**config.mk**
```make
export PLATFORM = sky130hd
export DESIGN_NAME = line_capture
export DESIGN_NICKNAME = d
export VERILOG_FILES = /design/src/rtl/lce_pkg.sv /design/src/rtl/lce_parity_strip.sv /design/src/rtl/lce_line_buf.sv /design/src/rtl/lce_capture_ctrl.sv /design/src/rtl/lce_reg_port.sv /design/src/rtl/line_capture.sv
export SDC_FILE = /design/constraint.sdc
export NUM_CORES = 1
export LEC_CHECK = 0
export ABC_AREA = 1
export BUFFER_PORTS_ARGS = -buffer_cell sky130_fd_sc_hd__clkbuf_2
export CAP_MARGIN = 20
export CORE_MARGIN = 5
export CORE_UTILIZATION = 30
export CTS_CLUSTER_DIAMETER = 30
export CTS_CLUSTER_SIZE = 24
export DETAILED_ROUTE_END_ITERATION = 6
export HOLD_SLACK_MARGIN = 0.1
export MAX_ROUTING_LAYER = met4
export PLACE_DENSITY = 0.51
export SYNTH_ARGS = -nofsm -noshare
export SYNTH_HDL_FRONTEND = slang
export SYNTH_SLANG_ARGS = --single-unit
```
**constraint.sdc**
```tcl
create_clock -name clk -period 3.8 [get_ports clk]
set_input_delay 0.19 -clock clk [delete_from_list [all_inputs] [get_ports clk]]
set_output_delay 0.19 -clock clk [all_outputs]
set_load 0.02 [all_outputs]
```
**src/rtl/lce_pkg.sv**
```systemverilog
// Shared constants and types for the line capture engine.
// Assumes byte-wide register addressing; status bit order is fixed by software.
package lce_pkg;
    localparam logic [7:0] ADDR_DIN  = 8'h52;
    localparam logic [7:0] ADDR_DOUT = 8'h53;
    localparam logic [7:0] ADDR_STAT = 8'h54;
    localparam logic [7:0] ADDR_CNT  = 8'h55;

    localparam logic [6:0] CODE_CR = 7'h0D;
    localparam logic [6:0] CODE_LF = 7'h0A;

    localparam int SB_TXE  = 0;
    localparam int SB_RXR  = 1;
    localparam int SB_DONE = 2;
    localparam int SB_PERR = 3;
    localparam int SB_OVF  = 4;
    localparam int SB_BUSY = 5;

    typedef enum logic [1:0] {CAP_IDLE, CAP_RUN, CAP_LF} cap_state_t;
endpackage

```
**src/rtl/lce_parity_strip.sv**
```systemverilog
// Splits a received byte into its 7-bit code and an even-parity verdict.
// Assumes bit 7 is the parity bit, chosen so the whole byte has even parity.
module lce_parity_strip (
    input  logic [7:0] raw,
    output logic [6:0] code,
    output logic       parity_ok
);
    // Purpose: drop the parity bit and test the byte for an even count of ones.
    always_comb begin
        code      = raw[6:0];
        parity_ok = ~(^raw);
    end
endmodule

```
**src/rtl/lce_line_buf.sv**
```systemverilog
// Line storage: one write port and one combinational read port, 7 bits per entry.
// Assumes the writer never addresses past DEPTH-1. Contents are not reset.
module lce_line_buf #(
    parameter int DEPTH = 82,
    parameter int PTR_W = 7
) (
    input  logic             clk,
    input  logic             we,
    input  logic [PTR_W-1:0] waddr,
    input  logic [6:0]       wdata,
    input  logic [PTR_W-1:0] raddr,
    output logic [6:0]       rdata
);
    logic [6:0] mem [DEPTH];

    // Purpose: store one code per write strobe.
    always_ff @(posedge clk) begin
        if (we) mem[waddr] <= wdata;
    end

    // Purpose: return the entry at raddr, or zero when raddr is outside the buffer.
    always_comb begin
        rdata = (int'(raddr) < DEPTH) ? mem[raddr] : 7'h00;
    end
endmodule

```
**src/rtl/lce_capture_ctrl.sv**
```systemverilog
// Capture sequencer: accepts characters while running, stops on a parity error,
// a carriage return (then appends a line feed) or overflow past LINE_MAX+1 codes.
// Assumes start is a single-cycle pulse. The count doubles as the write pointer.
module lce_capture_ctrl
    import lce_pkg::*;
#(
    parameter int LINE_MAX = 80,
    parameter int DEPTH    = LINE_MAX + 2,
    parameter int PTR_W    = $clog2(DEPTH),
    parameter int CNT_W    = $clog2(DEPTH + 1)
) (
    input  logic             clk,
    input  logic             rst_n,
    input  logic             start,
    input  logic             rx_valid,
    input  logic [6:0]       code,
    input  logic             parity_ok,
    output logic             rx_ready,
    output logic             wr_en,
    output logic [PTR_W-1:0] wr_addr,
    output logic [6:0]       wr_code,
    output logic             char_stored,
    output logic [CNT_W-1:0] count,
    output logic             line_done,
    output logic             par_err,
    output logic             ovf_err,
    output logic             busy
);
    cap_state_t state;
    logic       accept;

    // Purpose: derive the handshake, the buffer write and the per-character strobe.
    always_comb begin
        rx_ready    = (state == CAP_RUN);
        busy        = (state != CAP_IDLE);
        accept      = rx_valid && rx_ready && !start;
        char_stored = accept && parity_ok;
        wr_en       = char_stored || (state == CAP_LF && !start);
        wr_addr     = count[PTR_W-1:0];
        wr_code     = (state == CAP_LF) ? CODE_LF : code;
    end

    // Purpose: step the capture sequence and keep count and sticky flags.
    always_ff @(posedge clk) begin
        if (!rst_n) begin
            state     <= CAP_IDLE;
            count     <= '0;
            line_done <= 1'b0;
            par_err   <= 1'b0;
            ovf_err   <= 1'b0;
        end else if (start) begin
            state     <= CAP_RUN;
            count     <= '0;
            line_done <= 1'b0;
            par_err   <= 1'b0;
            ovf_err   <= 1'b0;
        end else begin
            case (state)
                CAP_RUN: begin
                    if (accept && !parity_ok) begin
                        par_err <= 1'b1;
                        state   <= CAP_IDLE;
                    end else if (accept) begin
                        count <= count + CNT_W'(1);
                        if (code == CODE_CR) begin
                            state <= CAP_LF;
                        end else if (count == CNT_W'(LINE_MAX)) begin
                            ovf_err <= 1'b1;
                            state   <= CAP_IDLE;
                        end
                    end
                end
                CAP_LF: begin
                    count     <= count + CNT_W'(1);
                    line_done <= 1'b1;
                    state     <= CAP_IDLE;
                end
                default: state <= CAP_IDLE;
            endcase
        end
    end

    assert_bad_parity_stops_R4: assert property (@(posedge clk) disable iff (!rst_n)
        (rx_valid && rx_ready && !parity_ok && !start) |=> (par_err && !rx_ready));

    assert_start_clears_R2: assert property (@(posedge clk) disable iff (!rst_n)
        start |=> (count == '0 && !par_err && !ovf_err && !line_done && rx_ready));

    assert_cr_closes_line_R5: assert property (@(posedge clk) disable iff (!rst_n)
        (char_stored && code == CODE_CR) |=> (!rx_ready && wr_en && wr_code == CODE_LF));

    assert_lf_sets_done_R5: assert property (@(posedge clk) disable iff (!rst_n)
        (state == CAP_LF && !start) |=> (line_done && !rx_ready));

    assert_no_overflow_R6: assert property (@(posedge clk) disable iff (!rst_n)
        int'(count) <= DEPTH);

    assert_one_abort_cause_R6: assert property (@(posedge clk) disable iff (!rst_n)
        !(par_err && ovf_err) && !(line_done && (par_err || ovf_err)));
endmodule

```
**src/rtl/lce_reg_port.sv**
```systemverilog
// Byte-wide register port: last code (52h), transmit holding byte (53h),
// status (54h) and count (55h). Read data is combinational on the address.
// Assumes a read strobe on 52h acknowledges the receive-ready flag.
module lce_reg_port
    import lce_pkg::*;
#(
    parameter int CNT_W = 7
) (
    input  logic             clk,
    input  logic             rst_n,
    input  logic [7:0]       bus_addr,
    input  logic             bus_wr,
    input  logic             bus_rd,
    input  logic [7:0]       bus_wdata,
    output logic [7:0]       bus_rdata,
    output logic             tx_valid,
    output logic [7:0]       tx_data,
    input  logic             tx_take,
    input  logic             char_stored,
    input  logic [6:0]       char_code,
    input  logic [CNT_W-1:0] count,
    input  logic             line_done,
    input  logic             par_err,
    input  logic             ovf_err,
    input  logic             busy
);
    logic [6:0] din_q;
    logic       rx_rdy;
    logic       tx_full;
    logic [7:0] tx_hold;
    logic [7:0] status;

    // Purpose: capture the last stored code and track its ready flag (set wins).
    always_ff @(posedge clk) begin
        if (!rst_n) begin
            din_q  <= '0;
            rx_rdy <= 1'b0;
        end else if (char_stored) begin
            din_q  <= char_code;
            rx_rdy <= 1'b1;
        end else if (bus_rd && bus_addr == ADDR_DIN) begin
            rx_rdy <= 1'b0;
        end
    end

    // Purpose: hold the outgoing byte until downstream takes it (write wins).
    always_ff @(posedge clk) begin
        if (!rst_n) begin
            tx_full <= 1'b0;
            tx_hold <= '0;
        end else if (bus_wr && bus_addr == ADDR_DOUT) begin
            tx_full <= 1'b1;
            tx_hold <= bus_wdata;
        end else if (tx_take) begin
            tx_full <= 1'b0;
        end
    end

    // Purpose: assemble the status word and select read data by address.
    always_comb begin
        status          = '0;
        status[SB_TXE]  = ~tx_full;
        status[SB_RXR]  = rx_rdy;
        status[SB_DONE] = line_done;
        status[SB_PERR] = par_err;
        status[SB_OVF]  = ovf_err;
        status[SB_BUSY] = busy;
        case (bus_addr)
            ADDR_DIN:  bus_rdata = {1'b0, din_q};
            ADDR_DOUT: bus_rdata = tx_hold;
            ADDR_STAT: bus_rdata = status;
            ADDR_CNT:  bus_rdata = 8'(count);
            default:   bus_rdata = 8'h00;
        endcase
        tx_valid = tx_full;
        tx_data  = tx_hold;
    end

    assert_dout_loads_R8: assert property (@(posedge clk) disable iff (!rst_n)
        (bus_wr && bus_addr == ADDR_DOUT) |=> (tx_valid && tx_data == $past(bus_wdata)));

    assert_rx_flag_sets_R3: assert property (@(posedge clk) disable iff (!rst_n)
        char_stored |=> (rx_rdy && din_q == $past(char_code)));
endmodule

```
**src/rtl/line_capture.sv**
```systemverilog
// Top of the parity-checked line capture engine. Wires the parity splitter,
// sequencer, line buffer and register port together.
// Assumes LINE_MAX stays small enough for the count to fit in eight bits.
module line_capture #(
    parameter  int LINE_MAX = 80,
    localparam int DEPTH    = LINE_MAX + 2,
    localparam int PTR_W    = $clog2(DEPTH)
) (
    input  logic             clk,
    input  logic             rst_n,
    input  logic             start,
    input  logic             rx_valid,
    input  logic [7:0]       rx_data,
    output logic             rx_ready,
    input  logic [7:0]       bus_addr,
    input  logic             bus_wr,
    input  logic             bus_rd,
    input  logic [7:0]       bus_wdata,
    output logic [7:0]       bus_rdata,
    output logic             tx_valid,
    output logic [7:0]       tx_data,
    input  logic             tx_take,
    input  logic [PTR_W-1:0] buf_raddr,
    output logic [7:0]       buf_rdata
);
    localparam int CNT_W = $clog2(DEPTH + 1);

    logic [6:0]       code;
    logic             parity_ok;
    logic             wr_en;
    logic [PTR_W-1:0] wr_addr;
    logic [6:0]       wr_code;
    logic             char_stored;
    logic [CNT_W-1:0] count;
    logic             line_done, par_err, ovf_err, busy;
    logic [6:0]       rd_code;

    lce_parity_strip i_strip (.raw(rx_data), .code(code), .parity_ok(parity_ok));

    lce_capture_ctrl #(.LINE_MAX(LINE_MAX), .DEPTH(DEPTH), .PTR_W(PTR_W), .CNT_W(CNT_W)) i_ctrl (
        .clk(clk), .rst_n(rst_n), .start(start), .rx_valid(rx_valid),
        .code(code), .parity_ok(parity_ok), .rx_ready(rx_ready),
        .wr_en(wr_en), .wr_addr(wr_addr), .wr_code(wr_code),
        .char_stored(char_stored), .count(count), .line_done(line_done),
        .par_err(par_err), .ovf_err(ovf_err), .busy(busy)
    );

    lce_line_buf #(.DEPTH(DEPTH), .PTR_W(PTR_W)) i_buf (
        .clk(clk), .we(wr_en), .waddr(wr_addr), .wdata(wr_code),
        .raddr(buf_raddr), .rdata(rd_code)
    );

    lce_reg_port #(.CNT_W(CNT_W)) i_regs (
        .clk(clk), .rst_n(rst_n), .bus_addr(bus_addr), .bus_wr(bus_wr),
        .bus_rd(bus_rd), .bus_wdata(bus_wdata), .bus_rdata(bus_rdata),
        .tx_valid(tx_valid), .tx_data(tx_data), .tx_take(tx_take),
        .char_stored(char_stored), .char_code(code), .count(count),
        .line_done(line_done), .par_err(par_err), .ovf_err(ovf_err), .busy(busy)
    );

    // Purpose: present buffer entries as bytes with bit 7 clear.
    always_comb buf_rdata = {1'b0, rd_code};
endmodule

```
==> results of run 1 <==
-- state kept, by name, indices dropped and copies added (netlist names) --
signal and count:
i_regs.tx_valid 1, i_ctrl.par_err 1, i_regs.rx_rdy 1, i_regs.din_q 7, i_ctrl.ovf_err 1, i_ctrl.count 7
i_buf.mem 574, i_regs.tx_data 8, i_ctrl.line_done 1, i_ctrl.state 2
-- critical path, delay by kind of cell --
kind                       cells  cell delay (ns)
buffers and inverters          3             0.76
and+or+nand+nor                7             2.26
adders and majority gates      1             0.29
xor gates and xnor gates       1             0.17
-- logic make-up (layout without fill, tap and decap cells) --
family                   after synthesis  after routing  share of synthesized area
AO/OA/AOI/OAI                        203            203                     0.0417
flip-flops                           603            603                      0.688
other                                  1              2                   0.000145
AND/OR/NAND/NOR                     1337           1337                      0.210
buffers and inverters                342            578                     0.0547
adder cells (fa/ha/maj)                5              5                    0.00241
XOR/XNOR                               9              9                    0.00304
-- final cells by class --
class | count | area share
antenna | 1 | 0.0000788
clock buffer | 123 | 0.0889
tap | 1144 | 0.0451
sequential | 603 | 0.561
inverter | 220 | 0.0262
clock inverter | 84 | 0.0297
timing repair buffer | 151 | 0.0369
multi-input combinational | 1555 | 0.212
-- per-layer routing --
layer | vias to the layer above | GRT usage | share of wire
met2 | 666 | 0.263 | 0.48
met1 | 8905 | 0.208 | 0.43
met4 | 0 | 0.0562 | 0.028
li1 | 8673 | - | -
met3 | 118 | 0.0306 | 0.066
met5 | - | - | 0
-- power by group --
| group | switching (uW) | internal [uW] |
|---|---|---|
| clock network | 3510 | 6260 |
| registers | 3.14 | 7290 |
| logic | 674 | 250 |
-- path summary, 6_finish.rpt --
check / endpoint / from / cells after the start
hold reg to reg: i_regs.din_q[2] / i_regs.din_q[2] / 2
setup reg to reg: i_buf.mem[71][2] / i_ctrl.state[0] / 8
setup / recovery: i_buf.mem[71][2] / rx_data[1] / 12
hold / removal: i_regs.tx_data[2] / bus_wr / 3
-- per-stage QoR --
stage,power (uW),area (sq um),cells,util,worst slack [ns]
floorplan,7960,25900,2500,-,0.839
global placement,8320,27700,3641,0.324,0.339
detailed placement,8330,27700,3642,0.324,0.312
CTS,18100,31700,3880,0.372,0.465
global route,18600,31700,3881,0.372,0.271
finish,18000,31700,3881,0.372,0.387
-- layout by cell type (no fill, tap or decap), drive strengths merged, types with 2 or more instances in the layout --
cell,n
o221ai,6
ha,5
nand3,240
xor2,5
clkinv,36
o22ai,6
bufinv,12
buf,60
nand3b,5
nand4,5
nor4,2
or2,22
nor3,13
o211ai,5
nor2,423
dfxtp,29
o21ai,158
clkbuf,183
inv,243
dlygate4sd3,31
nand2,625
xnor2,4
a21oi,27
edfxtp,574
clkinvlp,13
==> flow_results.xml, run 1 <==
<?xml version="1.0" encoding="UTF-8"?>
<metrics>
  <group name="cts">
    <metric name="worst_setup_hold_path_clk_slew" unit="ns">0.05</metric>
    <metric name="cts_hold_buf" unit="">31</metric>
    <metric name="cts.path.max_buffers" unit="">3</metric>
    <metric name="tritoncts_num_sinks" unit="">603</metric>
    <metric name="clk_latency" unit="ns">0.67</metric>
    <metric name="clock_tree_from_tritoncts" unit="">done</metric>
    <metric name="cts_root_buffer" unit="">sky130_fd_sc_hd__clkbuf_16</metric>
    <metric name="cts_inserted_buffers" unit="">109</metric>
    <metric name="ctsHtreeMaxLevel" unit="">3</metric>
    <metric name="post-cts-setup-buffers" unit="">0</metric>
    <metric name="count_of_instances_resized_after_the_clock_tree_is_built" unit="">0</metric>
  </group>
  <group name="die">
    <metric name="die_w" unit="um">304</metric>
    <metric name="die_h" unit="um">304</metric>
    <metric name="fp.dieArea" unit="sq mm">0.0923</metric>
    <metric name="ios" unit="">64</metric>
    <metric name="placeableCoreArea" unit="sq mm">0.0854</metric>
    <metric name="placementRows" unit="">107</metric>
    <metric name="initial_core_util" unit="">0.303</metric>
  </group>
  <group name="final_layout">
    <metric name="filler_instances" unit="">8531</metric>
    <metric name="drive_above_1_share" unit="">0.124</metric>
    <metric name="area_growth_from_synthesis_to_final_layout" unit="%">22.5</metric>
    <metric name="multi_input_area" unit="sq mm">0.00673</metric>
    <metric name="seqCellArea" unit="sq mm">0.0178</metric>
    <metric name="nNetsFinal" unit="">2683</metric>
  </group>
  <group name="global_routing">
    <metric name="first_global_vias" unit="">18400</metric>
    <metric name="first_pass_grt_wire_length" unit="mm">113</metric>
    <metric name="grt_overflow" unit="">0</metric>
    <metric name="pin_count_of_the_biggest_net_entering_global_routing" unit="">103</metric>
    <metric name="antenna_violations_before_repair" unit="">1</metric>
    <metric name="grt.total_usage" unit="">0.163</metric>
  </group>
  <group name="worst_setup_path">
    <metric name="worstPathArrival" unit="ns">3.69</metric>
    <metric name="critical_path.cell_chain" unit="">dlygate4sd3_1 -&gt; clkbuf_2 -&gt; inv_1 -&gt; ha_1 -&gt; xnor2_1 -&gt; nand2b_1 -&gt; nand2_1 -&gt; nand2_1 -&gt; nand3_1 -&gt; nand2_1 -&gt; nand2_1 -&gt; nor2_1</metric>
    <metric name="timing.critical_path.to_type" unit="">flop</metric>
    <metric name="slowest_library_cell_on_the_worst_path" unit="">sky130_fd_sc_hd__nor2_1</metric>
    <metric name="worst-r2r-setup-slack" unit="ns">0.52</metric>
    <metric name="cp_data_required_time" unit="ns">4.08</metric>
    <metric name="start_kind" unit="">primary input</metric>
    <metric name="cp_common_cell" unit="">sky130_fd_sc_hd__nand2_1</metric>
    <metric name="worstSetupPathType" unit="">in2reg</metric>
    <metric name="crit_path_max_incr_delay" unit="ns">0.73</metric>
    <metric name="critPathMaxFanout" unit="">11</metric>
  </group>
  <group name="sta">
    <metric name="finalClockSkew" unit="ns">0.0288</metric>
    <metric name="finalCritPeriodShare" unit="">0.898</metric>
    <metric name="peak_clock_frequency_supported_by_timing" unit="MHz">293</metric>
    <metric name="worst_slew_margin_relative_to_its_limit" unit="">0.348</metric>
    <metric name="setup_tns" unit="ns">0</metric>
    <metric name="tightestPinTransition" unit="ns">0.976</metric>
    <metric name="grt_setup_unrepaired" unit="">false</metric>
    <metric name="final-setup-viol-count" unit="">0</metric>
    <metric name="hold_viol" unit="">0</metric>
    <metric name="drv_slew" unit="">0</metric>
    <metric name="finalCriticalPeriod" unit="ns">3.41</metric>
    <metric name="fin_worst_hold_slack" unit="ns">0.137</metric>
  </group>
  <group name="logic_synthesis">
    <metric name="ys_types" unit="">34</metric>
    <metric name="yosys_most_used_dff" unit="">sky130_fd_sc_hd__edfxtp_1</metric>
    <metric name="ys_top_cells_by_count" unit="">sky130_fd_sc_hd__nand2_1 (625), sky130_fd_sc_hd__edfxtp_1 (574), sky130_fd_sc_hd__nor2_1 (422)</metric>
    <metric name="average_instance_area_after_synthesis" unit="sq um">10.4</metric>
    <metric name="asyncSetResetFlopFracSynth" unit="">0</metric>
    <metric name="netlist_top_cells_area" unit="">sky130_fd_sc_hd__edfxtp_1 (67%), sky130_fd_sc_hd__nand2_1 (9.1%), sky130_fd_sc_hd__nor2_1 (6.1%)</metric>
    <metric name="biggest_area_consumer_among_synthesized_cells" unit="">sky130_fd_sc_hd__edfxtp_1</metric>
    <metric name="netlist.area_leader.share" unit="">0.665</metric>
    <metric name="yosys_register_bits" unit="">603</metric>
    <metric name="netlist_instances" unit="">2500</metric>
    <metric name="synthMostInstantiatedCell" unit="">sky130_fd_sc_hd__nand2_1</metric>
    <metric name="synth_seq_area_share" unit="">0.688</metric>
    <metric name="syn-cell-area" unit="sq mm">0.0259</metric>
    <metric name="syn_nets" unit="">2543</metric>
    <metric name="yosysWarningCount" unit="">0</metric>
    <metric name="synth_enable_flop_cells" unit="">574</metric>
  </group>
  <group name="pwr">
    <metric name="power.density" unit="mW/mm^2">567</metric>
    <metric name="power.leakage" unit="uW">0.0121</metric>
    <metric name="vdd_drop_max" unit="mV">0.674</metric>
  </group>
  <group name="detailed_routing">
    <metric name="via_per_instance_ratio" unit="">4.73</metric>
    <metric name="drt-wirelength-per-cell" unit="um">19.2</metric>
    <metric name="drt_drc_violations_left" unit="">0</metric>
    <metric name="dr_total_vias" unit="">18400</metric>
    <metric name="ant_nets" unit="">0</metric>
    <metric name="dr.pass1.iters" unit="">5</metric>
    <metric name="dr.first_iter.drc_count" unit="">1538</metric>
    <metric name="finalWirelength" unit="mm">74.4</metric>
  </group>
  <group name="place">
    <metric name="io_buffers" unit="">62</metric>
    <metric name="place_congestion" unit="">0.876</metric>
    <metric name="dp.final_hpwl" unit="mm">46.8</metric>
  </group>
  <group name="min_path">
    <metric name="holdCritPathClass" unit="">in2reg</metric>
  </group>
  <group name="run">
    <metric name="max_cap_violations" unit="">0</metric>
  </group>
  <group name="outcome">
    <metric name="status" unit="">complete, no violations</metric>
  </group>
</metrics>
(Power assumes the default switching activity.)
==> run 2, diff against run 1 <==
--- a/config.mk
+++ b/config.mk
@@ -8,6 +8,7 @@
 export ABC_AREA = 1
 export BUFFER_PORTS_ARGS = -buffer_cell sky130_fd_sc_hd__clkbuf_2
 export CAP_MARGIN = 20
+export CORE_ASPECT_RATIO = 0.7
 export CORE_MARGIN = 5
 export CORE_UTILIZATION = 30
 export CTS_CLUSTER_DIAMETER = 30
==> run 2 against run 1 <==
Effect of this change:
- via count grew 1.1%
- non-clock buffer count grew 26
- critical endpoint is now i_buf.mem[57][0]
- largest cell class unchanged
- final area grew 1.3%
- hold slack gained 0.081 ns
- combinational power grew 1%
- first-iteration DRC count grew 17%
- die area is essentially flat
- wire length grew 0.84%
- global-route usage grew 0.071 points
- sequential power is essentially flat
==> flow_results.xml, run 2 (synthesis gave the netlist of run 1 again) <==
<?xml version="1.0" encoding="UTF-8"?>
<metrics>
  <group name="sta">
    <metric name="final-setup-viol-count" unit="">0</metric>
    <metric name="layout_setup_ws" unit="ns">0.520</metric>
    <metric name="fin_worst_hold_slack" unit="ns">0.218</metric>
    <metric name="tightestPinTransition" unit="ns">1.03</metric>
    <metric name="drv_slew" unit="">0</metric>
    <metric name="hold_viol" unit="">0</metric>
    <metric name="finalClockSkew" unit="ns">0.0525</metric>
    <metric name="finalCritPeriodShare" unit="">0.863</metric>
    <metric name="grt_setup_unrepaired" unit="">false</metric>
    <metric name="worst_slew_margin_relative_to_its_limit" unit="">0.313</metric>
    <metric name="finalCriticalPeriod" unit="ns">3.28</metric>
    <metric name="peak_clock_frequency_supported_by_timing" unit="MHz">305</metric>
    <metric name="setup_tns" unit="ns">0</metric>
  </group>
  <group name="final_layout">
    <metric name="layout_commonest_cell" unit="">sky130_fd_sc_hd__nand2_1</metric>
    <metric name="drive_above_1_share" unit="">0.130</metric>
    <metric name="nNetsFinal" unit="">2708</metric>
    <metric name="top_register" unit="">i_buf.mem</metric>
    <metric name="area_growth_from_synthesis_to_final_layout" unit="%">24.1</metric>
    <metric name="mostFrequentLayoutCells" unit="">sky130_fd_sc_hd__nand2_1 (624), sky130_fd_sc_hd__edfxtp_1 (574), sky130_fd_sc_hd__nor2_1 (417), sky130_fd_sc_hd__nand3_1 (237), sky130_fd_sc_hd__inv_1 (215)</metric>
    <metric name="largest_register_ffs" unit="">574</metric>
  </group>
  <group name="worst_setup_path">
    <metric name="worst-r2r-setup-slack" unit="ns">0.60</metric>
    <metric name="cp-startpoint" unit="">rx_data[1]</metric>
    <metric name="r2r-end" unit="">i_buf.mem[57][0]</metric>
    <metric name="cp_data_required_time" unit="ns">4.07</metric>
    <metric name="timing.reg2reg.worst_path_depth" unit="">8</metric>
    <metric name="worstPathArrival" unit="ns">3.55</metric>
    <metric name="worstSetupPathType" unit="">in2reg</metric>
    <metric name="timing.critical_path.to_type" unit="">flop</metric>
    <metric name="start_kind" unit="">primary input</metric>
    <metric name="critPathMaxFanout" unit="">11</metric>
    <metric name="timing.rr.start" unit="">i_ctrl.state[0]</metric>
  </group>
  <group name="detailed_routing">
    <metric name="dr.first_iter.drc_count" unit="">1804</metric>
    <metric name="drt_drc_violations_left" unit="">0</metric>
    <metric name="finalWirelength" unit="mm">75.0</metric>
    <metric name="dr.pass1.iters" unit="">5</metric>
    <metric name="drt-wirelength-per-cell" unit="um">19.2</metric>
    <metric name="via_per_instance_ratio" unit="">4.75</metric>
    <metric name="dr_total_vias" unit="">18600</metric>
    <metric name="ant_nets" unit="">0</metric>
  </group>
  <group name="die">
    <metric name="die_w" unit="um">361</metric>
    <metric name="placementRows" unit="">90</metric>
    <metric name="ios" unit="">64</metric>
    <metric name="die_h" unit="um">256</metric>
    <metric name="initial_core_util" unit="">0.302</metric>
    <metric name="fp.dieArea" unit="sq mm">0.0924</metric>
    <metric name="placeableCoreArea" unit="sq mm">0.0859</metric>
  </group>
  <group name="cts">
    <metric name="clock_tree_from_tritoncts" unit="">done</metric>
    <metric name="cts_inserted_buffers" unit="">108</metric>
    <metric name="worst_setup_hold_path_clk_slew" unit="ns">0.05</metric>
    <metric name="cts_root_buffer" unit="">sky130_fd_sc_hd__clkbuf_16</metric>
    <metric name="clk_latency" unit="ns">0.69</metric>
    <metric name="cts.path.max_buffers" unit="">3</metric>
    <metric name="ctsHtreeMaxLevel" unit="">3</metric>
    <metric name="tritoncts_num_sinks" unit="">603</metric>
    <metric name="count_of_instances_resized_after_the_clock_tree_is_built" unit="">0</metric>
  </group>
  <group name="pwr">
    <metric name="p_total" unit="uW">18300</metric>
    <metric name="power.density" unit="mW/mm^2">568</metric>
    <metric name="power.leakage" unit="uW">0.0123</metric>
    <metric name="vdd_drop_max" unit="mV">0.400</metric>
  </group>
  <group name="place">
    <metric name="dp.final_hpwl" unit="mm">46.4</metric>
    <metric name="place_congestion" unit="">0.854</metric>
    <metric name="pre_cts_slack" unit="ns">0.501</metric>
    <metric name="io_buffers" unit="">62</metric>
  </group>
  <group name="global_routing">
    <metric name="grt.total_usage" unit="">0.164</metric>
    <metric name="antenna_violations_before_repair" unit="">1</metric>
    <metric name="grt_overflow" unit="">0</metric>
    <metric name="first_pass_grt_wire_length" unit="mm">113</metric>
    <metric name="pin_count_of_the_biggest_net_entering_global_routing" unit="">119</metric>
    <metric name="first_global_vias" unit="">18200</metric>
  </group>
  <group name="min_path">
    <metric name="worstHoldEndpoint" unit="">i_ctrl.par_err</metric>
    <metric name="hold_path_depth" unit="">6</metric>
    <metric name="holdCritPathClass" unit="">in2reg</metric>
    <metric name="hold_path_startpoint" unit="">rx_data[7]</metric>
  </group>
  <group name="run">
    <metric name="max_cap_violations" unit="">0</metric>
  </group>
  <group name="outcome">
    <metric name="status" unit="">complete, no violations</metric>
  </group>
</metrics>
==> run 2: changes by cell type in the layout (fill, tap and decap cells not counted), moves of 2 or more <==
cell / delta
sky130_fd_sc_hd__dlygate4sd3_1: +9
sky130_fd_sc_hd__buf_4: +14
sky130_fd_sc_hd__inv_6: -3
sky130_fd_sc_hd__clkinv_16: +5
sky130_fd_sc_hd__clkbuf_8: +2
sky130_fd_sc_hd__bufinv_16: +2
sky130_fd_sc_hd__clkbuf_1: -6
sky130_fd_sc_hd__buf_12: +3
sky130_fd_sc_hd__clkinv_4: +5
sky130_fd_sc_hd__inv_8: -6
sky130_fd_sc_hd__inv_16: -2
==> run 2: worst max-delay path by stage <==
stage,end,slack (ns),cells after the start
global placement,i_buf.mem[79][0],0.56,11
finish,i_buf.mem[57][0],0.52,12
floorplan,i_buf.mem[0][0],0.84,3
detailed placement,i_buf.mem[70][0],0.50,11
CTS,i_buf.mem[70][3],0.67,12
global route,i_buf.mem[57][0],0.44,12
==> run 2: cell type report <==
cell class,count,area (sq um)
fillers,8331,53800
multi-input cells,1555,6720
clock inverters,86,1070
well taps,1150,1440
repair buffers,177,1440
clock buffers,119,2830
inverters,220,833
diodes,1,2.50
flip-flops and latches,603,17800
==> run 2: what timing repair did <==
| action | in CTS | in global routing |
|---|---|---|
| endpoints found under the hold margin | 77 | 0 |
| hold buffers | 40 | 0 |
| buffers inserted | 0 | 0 |
==> run 2: worst max-delay path, cell delays in order <==
cell	delay, ns
sky130_fd_sc_hd__dlygate4sd3_1	0.54
sky130_fd_sc_hd__clkbuf_2	0.12
sky130_fd_sc_hd__inv_1	0.11
sky130_fd_sc_hd__ha_1	0.28
sky130_fd_sc_hd__xnor2_1	0.18
sky130_fd_sc_hd__nand2b_1	0.15
sky130_fd_sc_hd__nand2_1	0.05
sky130_fd_sc_hd__nand2_1	0.06
sky130_fd_sc_hd__nand3_1	0.16
sky130_fd_sc_hd__nand2_1	0.40
sky130_fd_sc_hd__nand2_1	0.53
sky130_fd_sc_hd__nor2_1	0.78
==> run 2: metrics by stage <==
stage | utilization | cell area, sq um | std cells
4_1_cts | 0.374 | 32200 | 3910
5_1_grt | 0.374 | 32200 | 3911
6_report | 0.374 | 32200 | 3911
2_1_floorplan | - | 25900 | 2500
3_3_place_gp | 0.324 | 27800 | 3664
3_5_place_dp | 0.324 | 27900 | 3665
==> run 2: where the power goes <==
group          internal, uW  switching [uW]
Combinational           255             679
Clock                  6430            3600
Sequential             7290            2.84
Total                 14000            4290
==> run 2: per-layer routing <==
metal / track usage / routed length, um
met3: 0.0400 / 6440
met5: - / 0
met4: 0.0424 / 1680
met1: 0.238 / 35600
met2: 0.228 / 31400
==> run 3, diff against run 2 <==
--- a/config.mk
+++ b/config.mk
@@ -5,7 +5,7 @@
 export SDC_FILE = /design/constraint.sdc
 export NUM_CORES = 1
 export LEC_CHECK = 0
-export ABC_AREA = 1
+export ABC_AREA = 0
 export BUFFER_PORTS_ARGS = -buffer_cell sky130_fd_sc_hd__clkbuf_2
 export CAP_MARGIN = 20
 export CORE_ASPECT_RATIO = 0.7
@@ -19,4 +19,5 @@
 export PLACE_DENSITY = 0.51
 export SYNTH_ARGS = -nofsm -noshare
 export SYNTH_HDL_FRONTEND = slang
+export SYNTH_HIERARCHICAL = 1
 export SYNTH_SLANG_ARGS = --single-unit
==> run 3 against run 2 <==
Effect of this change:
- clock-buffer cell count decreased by 12
- critical path depth decreased by 6
- register-to-register slack improved by 0.26 ns
- maximum frequency shrank 11%
- cell count is 31% lower
- non-clock buffer count grew 16
- hold slack got worse by 0.049 ns
- power down 2.6%
- synthesized cell count fell by 48%
- core utilization is 0.38 points higher
- largest power group unchanged
- clock skew shrank 0.030 ns
==> flow_results.xml, run 3 <==
<?xml version="1.0" encoding="UTF-8"?>
<metrics>
  <group name="detailed_routing">
    <metric name="finalWirelength" unit="mm">67.0</metric>
    <metric name="drt_drc_violations_left" unit="">0</metric>
    <metric name="dr.first_iter.drc_count" unit="">1292</metric>
    <metric name="ant_nets" unit="">0</metric>
    <metric name="drt-wirelength-per-cell" unit="um">25.0</metric>
    <metric name="via_per_instance_ratio" unit="">5.07</metric>
    <metric name="dr.pass1.iters" unit="">5</metric>
    <metric name="dr_total_vias" unit="">13600</metric>
  </group>
  <group name="sta">
    <metric name="finalCriticalPeriod" unit="ns">3.67</metric>
    <metric name="finalCritPeriodShare" unit="">0.966</metric>
    <metric name="final-setup-viol-count" unit="">0</metric>
    <metric name="grt_setup_unrepaired" unit="">false</metric>
    <metric name="hold_viol" unit="">0</metric>
    <metric name="peak_clock_frequency_supported_by_timing" unit="MHz">272</metric>
    <metric name="worst_slew_margin_relative_to_its_limit" unit="">0.324</metric>
    <metric name="finalClockSkew" unit="ns">0.0228</metric>
    <metric name="tightestPinTransition" unit="ns">1.01</metric>
    <metric name="drv_slew" unit="">0</metric>
    <metric name="layout_setup_ws" unit="ns">0.129</metric>
    <metric name="setup_tns" unit="ns">0</metric>
  </group>
  <group name="logic_synthesis">
    <metric name="ys_types" unit="">64</metric>
    <metric name="synth_enable_flop_cells" unit="">574</metric>
    <metric name="synth_seq_area_share" unit="">0.725</metric>
    <metric name="synthMostInstantiatedCell" unit="">sky130_fd_sc_hd__edfxtp_1</metric>
    <metric name="netlist_top_cells_area" unit="">sky130_fd_sc_hd__edfxtp_1 (70%), sky130_fd_sc_hd__mux4_2 (13%), sky130_fd_sc_hd__mux2i_1 (2.6%)</metric>
    <metric name="syn_nets" unit="">1353</metric>
    <metric name="average_instance_area_after_synthesis" unit="sq um">18.8</metric>
    <metric name="yosysWarningCount" unit="">6</metric>
    <metric name="syn-cell-area" unit="sq mm">0.0246</metric>
    <metric name="yosys_most_used_dff" unit="">sky130_fd_sc_hd__edfxtp_1</metric>
    <metric name="yosys_register_bits" unit="">603</metric>
    <metric name="netlist_instances" unit="">1310</metric>
    <metric name="biggest_area_consumer_among_synthesized_cells" unit="">sky130_fd_sc_hd__edfxtp_1</metric>
    <metric name="asyncSetResetFlopFracSynth" unit="">0</metric>
    <metric name="netlist.area_leader.share" unit="">0.702</metric>
    <metric name="ys_top_cells_by_count" unit="">sky130_fd_sc_hd__edfxtp_1 (574), sky130_fd_sc_hd__mux4_2 (140), sky130_fd_sc_hd__nor2_1 (105)</metric>
  </group>
  <group name="cts">
    <metric name="tritoncts_num_sinks" unit="">603</metric>
    <metric name="clock_tree_from_tritoncts" unit="">done</metric>
    <metric name="cts_root_buffer" unit="">sky130_fd_sc_hd__clkbuf_16</metric>
    <metric name="cts.path.max_buffers" unit="">3</metric>
    <metric name="count_of_instances_resized_after_the_clock_tree_is_built" unit="">0</metric>
    <metric name="ctsHtreeMaxLevel" unit="">3</metric>
    <metric name="worst_setup_hold_path_clk_slew" unit="ns">0.06</metric>
    <metric name="cts_inserted_buffers" unit="">102</metric>
    <metric name="clk_latency" unit="ns">0.65</metric>
  </group>
  <group name="pwr">
    <metric name="p_clk_frac" unit="">0.545</metric>
    <metric name="internal_power" unit="uW">13900</metric>
    <metric name="seq_power_share" unit="">0.410</metric>
    <metric name="power.leakage" unit="uW">0.0101</metric>
    <metric name="power.density" unit="mW/mm^2">582</metric>
    <metric name="switching_share_of_total_power" unit="">0.219</metric>
    <metric name="p_total" unit="uW">17800</metric>
    <metric name="vdd_drop_max" unit="mV">0.334</metric>
    <metric name="p_sw" unit="uW">3890</metric>
    <metric name="share_comb_of_total_power" unit="">0.045</metric>
  </group>
  <group name="min_path">
    <metric name="holdCritPathClass" unit="">in2reg</metric>
    <metric name="worstHoldEndpoint" unit="">i_regs/tx_data[1]</metric>
    <metric name="hold_path_startpoint" unit="">bus_wr</metric>
    <metric name="hold_path_depth" unit="">3</metric>
  </group>
  <group name="place">
    <metric name="dp.final_hpwl" unit="mm">43.2</metric>
    <metric name="pre_cts_slack" unit="ns">0.268</metric>
    <metric name="io_buffers" unit="">62</metric>
    <metric name="place_congestion" unit="">0.831</metric>
  </group>
  <group name="global_routing">
    <metric name="grt.total_usage" unit="">0.155</metric>
    <metric name="pin_count_of_the_biggest_net_entering_global_routing" unit="">83</metric>
    <metric name="antenna_violations_before_repair" unit="">0</metric>
    <metric name="grt_overflow" unit="">0</metric>
    <metric name="first_pass_grt_wire_length" unit="mm">97.6</metric>
    <metric name="first_global_vias" unit="">13600</metric>
  </group>
  <group name="final_layout">
    <metric name="top_register" unit="">i_buf/mem</metric>
    <metric name="filler_instances" unit="">7360</metric>
    <metric name="multi_input_area" unit="sq mm">0.00618</metric>
    <metric name="area_growth_from_synthesis_to_final_layout" unit="%">24.5</metric>
    <metric name="nNetsFinal" unit="">1570</metric>
    <metric name="layout_commonest_cell" unit="">sky130_fd_sc_hd__edfxtp_1</metric>
    <metric name="seqCellArea" unit="sq mm">0.0178</metric>
    <metric name="mostFrequentLayoutCells" unit="">sky130_fd_sc_hd__edfxtp_1 (574), sky130_fd_sc_hd__mux4_2 (140), sky130_fd_sc_hd__nor2_1 (105), sky130_fd_sc_hd__clkbuf_16 (102), sky130_fd_sc_hd__buf_4 (92)</metric>
    <metric name="largest_register_ffs" unit="">574</metric>
    <metric name="finalCoreUtilization" unit="">0.378</metric>
    <metric name="drive_above_1_share" unit="">0.314</metric>
  </group>
  <group name="die">
    <metric name="ios" unit="">64</metric>
    <metric name="placeableCoreArea" unit="sq mm">0.0809</metric>
    <metric name="placementRows" unit="">87</metric>
    <metric name="die_h" unit="um">249</metric>
    <metric name="die_w" unit="um">352</metric>
    <metric name="fp.dieArea" unit="sq mm">0.0878</metric>
    <metric name="initial_core_util" unit="">0.304</metric>
  </group>
  <group name="outcome">
    <metric name="status" unit="">complete, no violations</metric>
  </group>
  <group name="worst_setup_path">
    <metric name="worst-r2r-setup-slack" unit="ns">0.86</metric>
    <metric name="r2r-end" unit="">i_buf/mem[39][4]</metric>
    <metric name="timing.rr.start" unit="">i_ctrl/state[1]</metric>
    <metric name="timing.reg2reg.worst_path_depth" unit="">10</metric>
    <metric name="critPathMaxFanout" unit="">1</metric>
    <metric name="timing.critical_path.to_type" unit="">output port</metric>
    <metric name="start_kind" unit="">flop</metric>
    <metric name="worstPathArrival" unit="ns">3.48</metric>
    <metric name="worstSetupPathType" unit="">reg2out</metric>
    <metric name="cp_data_required_time" unit="ns">3.61</metric>
  </group>
  <group name="run">
    <metric name="max_cap_violations" unit="">0</metric>
  </group>
</metrics>
-- run 3: power by group through the flow --
stage	Sequential, uW	Clock, uW	Combinational [uW]
after global routing	7280	10200	853
after detailed placement	7420	0	791
final	7290	9690	808
after floorplan	7420	0	471
after CTS	7290	9880	810
after global placement	7420	0	785
-- run 3: stage by stage --
stage | area (sq um) | hold slack, ns | cells
after floorplan | 24600 | 0.308 | 1310
after global placement | 26600 | 0.435 | 2458
after detailed placement | 26600 | 0.445 | 2458
after CTS | 30600 | 0.119 | 2682
after global routing | 30600 | 0.181 | 2682
final | 30600 | 0.169 | 2683
-- run 3: what timing repair did --
item,4_1_cts,5_1_grt
setup endpoints to repair,0,0
setup buffers,0,0
hold buffers,33,0
endpoints found under the hold margin,63,0
-- run 3: routing by layer --
layer | vias up | GRT usage | wire [um]
li1 | 5801 | - | -
met4 | 0 | 0.0372 | 1220
met1 | 7166 | 0.235 | 32500
met3 | 93 | 0.0404 | 5380
met5 | - | - | 0
met2 | 534 | 0.207 | 27900
-- run 3: critical path, cell delays in order, from the launching register on --
cell and delay, ns:
sky130_fd_sc_hd__edfxtp_1 0.36, sky130_fd_sc_hd__mux4_2 0.49, sky130_fd_sc_hd__mux2i_1 0.30, sky130_fd_sc_hd__nand2_1 0.17, sky130_fd_sc_hd__a2111oi_0 0.85, sky130_fd_sc_hd__o32ai_1 0.40
sky130_fd_sc_hd__clkbuf_2 0.26
-- run 3: kinds of logic (layout without fill, tap and decap cells) --
kind of cell,count (synthesis),after routing,share of synthesized area
xor+xnor,7,7,0.00250
buf+inv,103,407,0.0245
mux,208,208,0.156
fa+ha+maj,5,5,0.00255
simple gates,270,270,0.0553
compound gates,113,113,0.0335
other cells,1,2,0.000153
flops,603,603,0.725
-- run 3: worst max-delay path by stage --
stage,endpoint,slack [ns],start
5_1_grt,buf_rdata[2],0.15,i_buf/mem[15][2]
4_1_cts,buf_rdata[2],0.22,i_buf/mem[15][2]
3_3_place_gp,buf_rdata[2],0.17,buf_raddr[1]
6_report,buf_rdata[2],0.13,i_buf/mem[15][2]
2_1_floorplan,i_buf/mem[0][2],0.47,i_ctrl/state[0]
3_5_place_dp,buf_rdata[2],0.27,buf_raddr[1]
-- run 3: cell type report --
cell class | count | area share
clock inverters | 84 | 0.0352
flip-flops and latches | 603 | 0.583
multi-input cells | 604 | 0.202
well taps | 1068 | 0.0437
diodes | 1 | 0.0000818
clock buffers | 107 | 0.0844
repair buffers | 193 | 0.0488
inverters | 23 | 0.00282
